**config.mk**
```make
export PLATFORM = sky130hd
export DESIGN_NAME = nsTimeCounter
export DESIGN_NICKNAME = d
export VERILOG_FILES = /design/src/rtl/ntc_pkg.sv /design/src/rtl/ntcControl.sv /design/src/rtl/ntcCorrTimer.sv /design/src/rtl/ntcDatapath.sv /design/src/rtl/nsTimeCounter.sv
export SDC_FILE = /design/constraint.sdc
export NUM_CORES = 1
export LEC_CHECK = 0
export ABC_AREA = 1
export BUFFER_PORTS_ARGS = -buffer_cell sky130_fd_sc_hd__buf_2
export CAP_MARGIN = 40
export CORE_MARGIN = 2
export CORE_UTILIZATION = 59
export CTS_CLUSTER_SIZE = 30
export DETAILED_ROUTE_END_ITERATION = 6
export GPL_TIMING_DRIVEN = 1
export PLACE_DENSITY = 0.78
export SLEW_MARGIN = 10
export SYNTH_ARGS = -nofsm -noshare
export SYNTH_HDL_FRONTEND = slang
export SYNTH_SLANG_ARGS = --single-unit
```
**constraint.sdc**
```tcl
create_clock -name clk -period 6.1 [get_ports clk]
set_input_delay 0.305 -clock clk [delete_from_list [all_inputs] [get_ports clk]]
set_output_delay 0.305 -clock clk [all_outputs]
set_load 0.03 [all_outputs]
```
**src/rtl/ntc_pkg.sv**
```systemverilog
package ntc_pkg;
  localparam int DATA_W = 32;
  localparam int ADDR_W = 3;

  localparam logic [ADDR_W-1:0] ADDR_CTRL = 3'd0;
  localparam logic [ADDR_W-1:0] ADDR_TIME = 3'd1;
  localparam logic [ADDR_W-1:0] ADDR_PER  = 3'd2;
  localparam logic [ADDR_W-1:0] ADDR_CPER = 3'd3;
  localparam logic [ADDR_W-1:0] ADDR_STEP = 3'd4;

  localparam int BIT_EN      = 0;
  localparam int BIT_MODE_LO = 4;
  localparam int BIT_CMP     = 7;
  localparam int BIT_RESTART = 9;
  localparam int BIT_CAP     = 11;
  localparam int STEP_CORR_LSB = 8;

  typedef struct packed {
    logic tick;
    logic restart;
    logic load;
    logic capture;
    logic periodic;
  } ntcStrobes_t;
endpackage

```
**src/rtl/ntcControl.sv**
```systemverilog
module ntcControl
  import ntc_pkg::*;
#(
  parameter int CNT_W = 32,
  parameter int INC_W = 7,
  parameter int CPER_W = 31,
  parameter logic [CNT_W-1:0] RST_PERIOD = 32'h8000_0000
) (
  input  logic              clk,
  input  logic              rst,
  input  logic              wrEn,
  input  logic [ADDR_W-1:0] addr,
  input  logic [DATA_W-1:0] wrData,
  input  logic [CNT_W-1:0]  capVal,
  output logic [DATA_W-1:0] rdData,
  output ntcStrobes_t       strobes,
  output logic [CNT_W-1:0]  loadVal,
  output logic [INC_W-1:0]  incNorm,
  output logic [INC_W-1:0]  incCorr,
  output logic [CNT_W-1:0]  period,
  output logic [CPER_W-1:0] corrPer,
  output logic              cmpEnable
);
  logic       enReg, cmpEnReg, capPend;
  logic [1:0] modeReg;
  logic       wrCtrl;

  assign wrCtrl = wrEn && (addr == ADDR_CTRL);

  always_ff @(posedge clk) begin
    if (rst) begin
      enReg    <= 1'b0;
      modeReg  <= '0;
      cmpEnReg <= 1'b0;
      capPend  <= 1'b0;
      incNorm  <= '0;
      incCorr  <= '0;
      period   <= RST_PERIOD;
      corrPer  <= '0;
    end else begin
      capPend <= wrCtrl && wrData[BIT_CAP];
      if (wrCtrl) begin
        enReg    <= wrData[BIT_EN];
        modeReg  <= wrData[BIT_MODE_LO +: 2];
        cmpEnReg <= wrData[BIT_CMP];
      end
      if (wrEn && addr == ADDR_PER)  period  <= wrData[CNT_W-1:0];
      if (wrEn && addr == ADDR_CPER) corrPer <= wrData[CPER_W-1:0];
      if (wrEn && addr == ADDR_STEP) begin
        incNorm <= wrData[INC_W-1:0];
        incCorr <= wrData[STEP_CORR_LSB +: INC_W];
      end
    end
  end

  always_comb begin
    strobes.tick     = enReg;
    strobes.restart  = wrCtrl && wrData[BIT_RESTART];
    strobes.load     = wrEn && (addr == ADDR_TIME);
    strobes.capture  = capPend;
    strobes.periodic = |modeReg;
  end

  assign loadVal   = wrData[CNT_W-1:0];
  assign cmpEnable = cmpEnReg;

  always_comb begin
    rdData = '0;
    case (addr)
      ADDR_CTRL: begin
        rdData[BIT_EN]           = enReg;
        rdData[BIT_MODE_LO +: 2] = modeReg;
        rdData[BIT_CMP]          = cmpEnReg;
        rdData[BIT_CAP]          = capPend;
      end
      ADDR_TIME: rdData[CNT_W-1:0]  = capVal;
      ADDR_PER:  rdData[CNT_W-1:0]  = period;
      ADDR_CPER: rdData[CPER_W-1:0] = corrPer;
      ADDR_STEP: begin
        rdData[INC_W-1:0]              = incNorm;
        rdData[STEP_CORR_LSB +: INC_W] = incCorr;
      end
      default: rdData = '0;
    endcase
  end

  // the enable seen by the datapath changes only through a control write
  p_tick_stable_r3: assert property (@(posedge clk) disable iff (rst)
    !wrCtrl |=> $stable(strobes.tick));

  // the restart request never persists into the following cycle on its own
  p_restart_pulse_r9: assert property (@(posedge clk) disable iff (rst)
    !wrEn |-> !strobes.restart);
endmodule

```
**src/rtl/ntcCorrTimer.sv**
```systemverilog
module ntcCorrTimer #(
  parameter int CPER_W = 31
) (
  input  logic              clk,
  input  logic              rst,
  input  logic              advance,
  input  logic              clear,
  input  logic [CPER_W-1:0] corrPer,
  output logic              useCorr
);
  logic [CPER_W-1:0] phase;
  logic              corrOff;

  assign corrOff = (corrPer == '0);
  assign useCorr = !corrOff && (phase == corrPer);

  always_ff @(posedge clk) begin
    if (rst || clear) begin
      phase <= '0;
    end else if (advance) begin
      if (corrOff || useCorr) phase <= '0;
      else                    phase <= phase + 1'b1;
    end
  end

  // with correction off the phase never leaves zero
  p_corr_off_r6: assert property (@(posedge clk) disable iff (rst)
    corrOff && !clear |=> phase == '0 || !$stable(corrPer));

  // restart resets the correction phase
  p_phase_clear_r9: assert property (@(posedge clk) disable iff (rst)
    clear |=> phase == '0);
endmodule

```
**src/rtl/ntcDatapath.sv**
```systemverilog
module ntcDatapath
  import ntc_pkg::*;
#(
  parameter int CNT_W = 32,
  parameter int INC_W = 7,
  parameter int CPER_W = 31
) (
  input  logic              clk,
  input  logic              rst,
  input  ntcStrobes_t       strobes,
  input  logic [CNT_W-1:0]  loadVal,
  input  logic [INC_W-1:0]  incNorm,
  input  logic [INC_W-1:0]  incCorr,
  input  logic [CNT_W-1:0]  period,
  input  logic [CPER_W-1:0] corrPer,
  input  logic              cmpEnable,
  output logic [CNT_W-1:0]  capVal,
  output logic              wrapPulse,
  output logic              cmpEvent
);
  localparam int SUM_W = CNT_W + 1;

  logic [CNT_W-1:0] count;
  logic [INC_W-1:0] step;
  logic [SUM_W-1:0] sum, excess;
  logic             useCorr, reachPer, rolled;
  logic [CNT_W-1:0] nextTick;

  ntcCorrTimer #(.CPER_W(CPER_W)) uCorr (
    .clk     (clk),
    .rst     (rst),
    .advance (strobes.tick),
    .clear   (strobes.restart),
    .corrPer (corrPer),
    .useCorr (useCorr)
  );

  always_comb begin
    step     = useCorr ? incCorr : incNorm;
    sum      = {1'b0, count} + SUM_W'(step);
    excess   = sum - {1'b0, period};
    reachPer = strobes.periodic && (sum >= {1'b0, period});
    rolled   = reachPer || sum[CNT_W];
    nextTick = reachPer ? excess[CNT_W-1:0] : sum[CNT_W-1:0];
  end

  always_ff @(posedge clk) begin
    if (rst) begin
      count     <= '0;
      capVal    <= '0;
      wrapPulse <= 1'b0;
      cmpEvent  <= 1'b0;
    end else begin
      if (strobes.capture) capVal <= count;
      if (strobes.restart) begin
        count     <= '0;
        wrapPulse <= 1'b0;
        cmpEvent  <= 1'b0;
      end else if (strobes.load) begin
        count     <= loadVal;
        wrapPulse <= 1'b0;
        cmpEvent  <= 1'b0;
      end else if (strobes.tick) begin
        count     <= nextTick;
        wrapPulse <= rolled;
        cmpEvent  <= rolled && cmpEnable;
      end else begin
        wrapPulse <= 1'b0;
        cmpEvent  <= 1'b0;
      end
    end
  end

  p_restart_clears_r9: assert property (@(posedge clk) disable iff (rst)
    strobes.restart |=> count == '0 && !wrapPulse);

  p_load_value_r11: assert property (@(posedge clk) disable iff (rst)
    strobes.load && !strobes.restart |=> count == $past(loadVal));

  p_hold_idle_r3: assert property (@(posedge clk) disable iff (rst)
    !strobes.tick && !strobes.load && !strobes.restart |=> $stable(count));

  p_capture_copy_r10: assert property (@(posedge clk) disable iff (rst)
    strobes.capture |=> capVal == $past(count));

  p_cmp_gated_r8: assert property (@(posedge clk) disable iff (rst)
    cmpEvent |-> wrapPulse);

  p_wrap_after_tick_r8: assert property (@(posedge clk) disable iff (rst)
    wrapPulse |-> $past(strobes.tick && !strobes.load && !strobes.restart));
endmodule

```
**src/rtl/nsTimeCounter.sv**
```systemverilog
module nsTimeCounter
  import ntc_pkg::*;
#(
  parameter int CNT_W = 32,
  parameter int INC_W = 7,
  parameter int CPER_W = 31,
  parameter logic [CNT_W-1:0] RST_PERIOD = 32'h8000_0000
) (
  input  logic              clk,
  input  logic              rst,
  input  logic              regWrEn,
  input  logic [ADDR_W-1:0] regAddr,
  input  logic [DATA_W-1:0] regWrData,
  output logic [DATA_W-1:0] regRdData,
  output logic              wrapPulse,
  output logic              cmpEvent
);
  ntcStrobes_t       strobes;
  logic [CNT_W-1:0]  loadVal, period, capVal;
  logic [INC_W-1:0]  incNorm, incCorr;
  logic [CPER_W-1:0] corrPer;
  logic              cmpEnable;

  ntcControl #(
    .CNT_W(CNT_W), .INC_W(INC_W), .CPER_W(CPER_W), .RST_PERIOD(RST_PERIOD)
  ) uCtrl (
    .clk(clk), .rst(rst), .wrEn(regWrEn), .addr(regAddr), .wrData(regWrData),
    .capVal(capVal), .rdData(regRdData), .strobes(strobes), .loadVal(loadVal),
    .incNorm(incNorm), .incCorr(incCorr), .period(period), .corrPer(corrPer),
    .cmpEnable(cmpEnable)
  );

  ntcDatapath #(
    .CNT_W(CNT_W), .INC_W(INC_W), .CPER_W(CPER_W)
  ) uData (
    .clk(clk), .rst(rst), .strobes(strobes), .loadVal(loadVal),
    .incNorm(incNorm), .incCorr(incCorr), .period(period), .corrPer(corrPer),
    .cmpEnable(cmpEnable), .capVal(capVal), .wrapPulse(wrapPulse),
    .cmpEvent(cmpEvent)
  );
endmodule

```
==> results.cfg, run 1 <==
[floorplan]
num_rows = 52
coreArea_um2 = 20230
dieArea_um2 = 21740
io_pins = 72
die_x_um = 147.5
die_h_um = 147.5
initial_utilization = 0.6001

[global_routing]
grt_pass1_vias = 12370
antenna_found_initial = 0
grtUsageTotal = 0.3839
grt_max_degree = 93
gr-total-overflow = 0
grt_pass1_wl_mm = 65.35

[detailed_routing]
drc = 0
initialDrtViolationCount = 1474
drt_wl_total_mm = 42.10
final_antenna_net_count = 0
routed_via_density = 5.837
detail_route.first_pass.iterations = 6
dr_total_vias = 13100
drt-wirelength-per-cell_um = 18.76

[setup_path]
cp_slowest_stage_delay_ns = 0.43
startpoint = uCtrl.corrPer[0]$_SDFFE_PP0P_
slowest_stage = nor4_4
cp-end-kind = flip-flop
cp.arrival_ns = 5.99
r2r_start = uCtrl.corrPer[0]$_SDFFE_PP0P_
reg2reg_to = uData.count[31]$_SDFFE_PP0P_
cp.depth = 34
worstPathMaxFanout = 19
reg2regPathDepth = 34
critical_path.startpoint_type = flip-flop
cpMostUsedCell = nand2_1
cp-endpoint = uData.count[31]$_SDFFE_PP0P_
crit_required_ns = 6.41
path_buf_inv = 6
r2r_slack_ns = 0.42
crit_type = flip-flop to flip-flop
cp_top_family = simple AND/OR/NAND/NOR gates

[synthesis]
synth_top_family_by_area = simple AND/OR/NAND/NOR gates
yosysUniqueCellTypes = 46
synth_compound_gate_area_share = 0.1900
synth_simple_gate_area_share = 0.2754
ys_seq_area_frac = 0.2951
yosysTopAreaCell = dfxtp_1
syn_avg_cell_area_um2 = 6.364
synth_top_area_share = 0.2951
synth_area_leaders = dfxtp_1 30%, nand2_1 11%, inv_1 11%, a21oi_1 7.3%, o21ai_0 6.3%
yosysWarnings = 0
yosys_most_used_dff = dfxtp_1
synthAdderAreaFrac = 0.04451
synth_mux_area_frac = 0
syn_inst = 1908
netlist_area_um2 = 12140
ys_seq_elements = 179
synth_edf_count = 0
ys_async_sr_fraction = 0
synth_xor_area_frac = 0.06059
synth_nets = 1988

[sta]
fin_crit_sh = 0.9305
rsz0062_at_grt = no
slew_violations = 0
setup_viol = 0
fmax_ghz = 0.1762
hold_viol = 0
tightest_slew_ns = 0.8729
relSlewSlack = 0.4167
fin_crit_ns = 5.676
finClkSkew_ns = 0.01680

[layout]
layout_commonest_cell = nand2_1
syn2layout_area_growth_pct = 11.28
final_layout_size_suffix_gt1_frac = 0.09473
final_area_um2 = 13510
multi_input_area_um2 = 6990
nFillCells = 1872
diodes = 0
fin_nets = 2041
final_cell_mix = 368 x nand2_1, 341 x inv_1, 179 x dfxtp_1
regArea_um2 = 3583

[cts]
cts_hold_buf = 0
clockBufferDepth = 2
cts_root_buffer = clkbuf_16
cts_tree = yes
cts_buffers = 17
insertion_delay_ns = 0.44
clk_pin_slew_ns = 0.08
cts.sinks = 179
cts_max_level = 4

[placed_design]
io_buffer_count = 71
place_hpwl_mm = 33.07
place_area_um2 = 12860
gp_congestion = 0.9697

[flow_run]
drv_cap = 0

[power]
powerDensity_nw_per_um2 = 228.3
irDropWorstVdd_mv = 0.1381
total_power_mw = 3.085
leakage_nw = 6.254

[run_status]
status = complete, no violations

[hold_path]
holdPathStages = 2
hp-class = input pin to flip-flop
hp-start = rst
[worst min-delay path by stage]
| stage | to | slack [ns] |
|---|---|---|
| after floorplan | uCtrl.incNorm[0]$_SDFFE_PP0P_ | 0.37 |
| after global placement | uCtrl.modeReg[1]$_SDFFE_PP0P_ | 0.46 |
| after detailed placement | uCtrl.modeReg[0]$_SDFFE_PP0P_ | 0.47 |
| after CTS | uCtrl.incNorm[0]$_SDFFE_PP0P_ | 0.08 |
| after global routing | uCtrl.incNorm[0]$_SDFFE_PP0P_ | 0.08 |
| final | uCtrl.incNorm[0]$_SDFFE_PP0P_ | 0.09 |
[Yosys cell counts, types with 9 or more instances]
cell and instances:
xnor2_1 39, nor4_1 16, nor2_1 145, o221ai_1 18, o22ai_1 31, a221o_1 9, clkbuf_1 55, a21oi_1 176
nand2_1 368, o21ai_0 154, ha_1 40, nand4_1 43, inv_1 342, nand3_1 126, buf_2 11, nor3_1 32
dfxtp_1 179, xor2_1 45
[registers in the layout, summed over array words and instances, names as in the netlist, 2 cells and up]
| name | count |
|---|---|
| uCtrl.modeReg | 2 |
| uCtrl.incCorr | 7 |
| uCtrl.corrPer | 31 |
| uData.uCorr.phase | 31 |
| uData.count | 32 |
| uData.capVal | 32 |
| uCtrl.period | 32 |
| uCtrl.incNorm | 7 |
[per-stage QoR]
| stage | cells | hold slack (ns) | setup TNS [ns] | util | setup WS, ns |
|---|---|---|---|---|---|
| floorplan | 1908 | 0.3741 | 0 | - | 1.249 |
| global placement | 2207 | 0.4578 | 0 | 0.6316 | 0.1087 |
| detailed placement | 2211 | 0.4682 | -0.006632 | 0.6358 | -0.006632 |
| CTS | 2243 | 0.07652 | 0 | 0.6655 | 0.04505 |
| global route | 2244 | 0.08014 | 0 | 0.6678 | 0.003214 |
| finish | 2244 | 0.08922 | 0 | 0.6678 | 0.4242 |
[cell families (layout without fill, tap and decap cells)]
logic type | after synthesis | in the layout
AOI/OAI and AO/OA | 417 | 417
xor gates and xnor gates | 84 | 84
adders and majority gates | 42 | 42
buffers and inverters | 425 | 491
DFF | 179 | 179
and+or+nand+nor | 761 | 761
[metal layers]
| metal | vias up | GRT usage | wire [um] |
|---|---|---|---|
| met1 | 6013 | 0.4977 | 17010 |
| met2 | 649 | 0.6208 | 18900 |
| met5 | - | 0 | 0 |
| met3 | 118 | 0.06389 | 4045 |
| li1 | 6319 | - | - |
| met4 | 0 | 0.1923 | 2147 |
[layout make-up]
type,instances,area share
inverters,351,0.09750
repair buffers,108,0.05093
flip-flops and latches,179,0.2652
clock buffers,18,0.03250
clock inverters,14,0.01157
well taps,270,0.02500
multi-input cells,1304,0.5173
[worst reg2reg max path, delay by kind of cell (launching register included)]
family          cells  cell delay (ns)
simple gates       22             3.21
fa+ha+maj           3             0.96
buf+inv             6             0.67
flops               1             0.32
xor+xnor            1             0.24
compound gates      2             0.14
[power breakdown]
part           leakage, nW  internal (mW)  switching [mW]
registers             1.45           1.19          0.0221
clock network        0.290          0.562           0.548
logic                 4.51          0.239           0.519
[timing repair]
action / 4_1_cts / 5_1_grt
pin swaps: 0 / 2
buffers inserted: 0 / 1
endpoints found under the hold margin: 0 / 0
endpoints found under the setup margin: 25 / 34
gates resized for setup: 1 / 10
(Power assumes the default switching activity.)
==> run 2, diff against run 1 <==
CORE_UTILIZATION = 30   (was 59)
CTS_BUF_LIST = sky130_fd_sc_hd__clkbuf_16   (was unset)
PLACE_DENSITY = unset   (was 0.78)
SYNTH_HIERARCHICAL = 1   (was unset)
==> results.cfg, run 2 <==
[layout]
final_cell_mix = 545 x nand2_1, 310 x nor2_1, 270 x inv_1
layout_commonest_cell = nand2_1
reg_top3 = uCtrl/period (32), uData/capVal (32), uData/count (32)
fin_cells = 2677
final_layout_size_suffix_gt1_frac = 0.1018
syn2layout_area_growth_pct = 9.661
final_core_util = 0.3321
fin_nets = 2160
diodes = 0
final_area_um2 = 14270

[setup_path]
cpMostUsedCell = nand2_1
cp_slowest_stage_delay_ns = 0.46
cp-end-kind = flip-flop
r2r_start = uData/uCorr/phase[7]$_SDFFE_PP0P_
r2r_slack_ns = 0.45
crit_required_ns = 6.50
reg2regPathDepth = 35
worstPathMaxFanout = 15
cp.arrival_ns = 6.05
startpoint = uData/uCorr/phase[7]$_SDFFE_PP0P_
crit_type = flip-flop to flip-flop
reg2reg_to = uData/cmpEvent$_SDFF_PP0_
critical_path.startpoint_type = flip-flop
cp-endpoint = uData/cmpEvent$_SDFF_PP0_
slowest_stage = dfxtp_1

[detailed_routing]
routed_via_density = 4.971
detail_route.first_pass.iterations = 6
final_antenna_net_count = 0
drt_wl_total_mm = 47.18
initialDrtViolationCount = 1379
drc = 0
dr_total_vias = 13310
drt-wirelength-per-cell_um = 17.63

[synthesis]
netlist_area_um2 = 13020
yosysTopAreaCell = dfxtp_1
synth_nets = 2164
yosysUniqueCellTypes = 48
synth_area_leaders = dfxtp_1 28%, nand2_1 16%, nor2_1 9.2%, inv_1 7.7%, nand3_1 4.5%
yosysMostFrequentCell = nand2_1
ys_async_sr_fraction = 0
synth_top_area_share = 0.2753
yosysWarnings = 6
syn_inst = 2084
yosys_most_used_dff = dfxtp_1
synth_edf_count = 0
synthTopCellsByCount = 547 x nand2_1, 318 x nor2_1, 267 x inv_1, 179 x dfxtp_1, 118 x nand3_1
ys_seq_elements = 179
syn_avg_cell_area_um2 = 6.246
ys_seq_area_frac = 0.2753

[placed_design]
place_hpwl_mm = 37.03
place_inst = 2645
gp_congestion = 0.9700
pre_cts_ws_ns = 0.4245
place_area_um2 = 13710
io_buffer_count = 71

[sta]
finalSetupTns_ns = 0
setup_viol = 0
tightest_slew_ns = 0.8445
fmax_ghz = 0.1771
hold_viol = 0
finClkSkew_ns = 0.01182
slew_violations = 0
fin_crit_sh = 0.9255
fin_crit_ns = 5.645
rsz0062_at_grt = no
layout_setup_ws_ns = 0.4547
relSlewSlack = 0.4364

[cts]
cts.sinks = 179
cts_buffers = 17
cts_max_level = 4
cts_hold_buf = 0
clk_pin_slew_ns = 0.07
cts_root_buffer = clkbuf_16
cts_tree = yes
clockBufferDepth = 2
insertion_delay_ns = 0.45

[floorplan]
die_x_um = 212.3
die_h_um = 212.3
io_pins = 72
num_rows = 76
dieArea_um2 = 45070
coreArea_um2 = 42980
initial_utilization = 0.3028

[power]
p_clk_frac = 0.343
cell_internal_pwr_mw = 1.985
powerDensity_nw_per_um2 = 212.3
leakage_nw = 6.859
p_sw_mw = 1.045
seqPwrFrac = 0.405
p_sw_frac = 0.3449
irDropWorstVdd_mv = 0.1450
p_comb_frac = 0.252

[run_status]
status = complete, no violations

[global_routing]
antenna_found_initial = 1
gr-usage-met2 = 0.3235
grt_pass1_vias = 12250
met1_usage = 0.2961
grt_pass1_wl_mm = 72.00
grtUsageTotal = 0.2105
grt.busiest_layer = met2
use_met3 = 0.03619
grt_max_degree = 54
gr-total-overflow = 0

[hold_path]
holdPathStages = 3
hp-class = input pin to flip-flop

[flow_run]
drv_cap = 0
==> run 2: timing repair <==
action                                  CTS  global route
gates resized for setup                   0            11
buffers inserted                          0             1
endpoints found under the setup margin    0            34
hold endpoints to repair                  0             0
==> run 2: routing by layer <==
| metal | vias to the layer above | wire [um] |
|---|---|---|
| li1 | 6555 | - |
| met1 | 6175 | 21820 |
| met2 | 516 | 20510 |
| met3 | 62 | 3493 |
| met4 | 0 | 1361 |
| met5 | - | 0 |
==> run 2: kinds of logic (layout without fill, tap and decap cells) <==
group                    Yosys count  in the layout  synth area share
AO/OA/AOI/OAI                    200            200           0.08671
XOR/XNOR                          87             87           0.05854
adder cells (fa/ha/maj)           42             42           0.04153
buffers and inverters            397            405            0.1352
flip-flops                       179            179            0.2753
multiplexers                       7              7          0.005959
AND/OR/NAND/NOR                 1172           1172            0.3968
==> run 2: metrics by stage <==
stage          hold WS, ns  power (mW)
2_1_floorplan       0.4182       1.766
3_3_place_gp        0.4684       1.991
3_5_place_dp        0.4673       2.000
4_1_cts            0.07711       3.035
5_1_grt             0.1045       3.178
6_report           0.09725       3.030
==> run 2: power by group through the flow <==
stage                     registers (mW)  logic (mW)  clock network (mW)
after global routing                1.23       0.843                1.11
final                               1.23       0.764                1.04
after floorplan                     1.24       0.527                   0
after global placement              1.25       0.739                   0
after CTS                           1.23       0.750                1.06
after detailed placement            1.25       0.747                   0
==> run 2: worst min-delay path by stage <==
| stage | end | from |
|---|---|---|
| 6_report | uCtrl/period[31]$_SDFFE_PP1P_ | regWrData[31] |
| 5_1_grt | uCtrl/period[31]$_SDFFE_PP1P_ | regWrData[31] |
| 4_1_cts | uCtrl/period[31]$_SDFFE_PP1P_ | regWrData[31] |
| 3_5_place_dp | uCtrl/incCorr[6]$_SDFFE_PP0P_ | uCtrl/incCorr[6]$_SDFFE_PP0P_ |
| 3_3_place_gp | uCtrl/incCorr[6]$_SDFFE_PP0P_ | uCtrl/incCorr[6]$_SDFFE_PP0P_ |
| 2_1_floorplan | uCtrl/period[31]$_SDFFE_PP1P_ | regWrData[31] |
==> run 2: final cells by class <==
class                   count  area (um2)
repair buffers             98       683.2
fillers                  4816       28710
well taps                 585       732.0
multi-input cells        1508        7712
clock buffers              17       425.4
flip-flops and latches    179        3583
inverters                 276        1036
clock inverters            14       101.3
==> run 2: worst max-delay path: cells and delay by family, from the launching register on <==
| kind | cells | cell delay (ns) |
|---|---|---|
| and+or+nand+nor | 21 | 2.70 |
| buffers and inverters | 8 | 0.95 |
| adders and majority gates | 3 | 0.79 |
| DFF | 1 | 0.46 |
| muxes | 1 | 0.36 |
| xor gates and xnor gates | 1 | 0.15 |
| AOI/OAI and AO/OA | 1 | 0.14 |
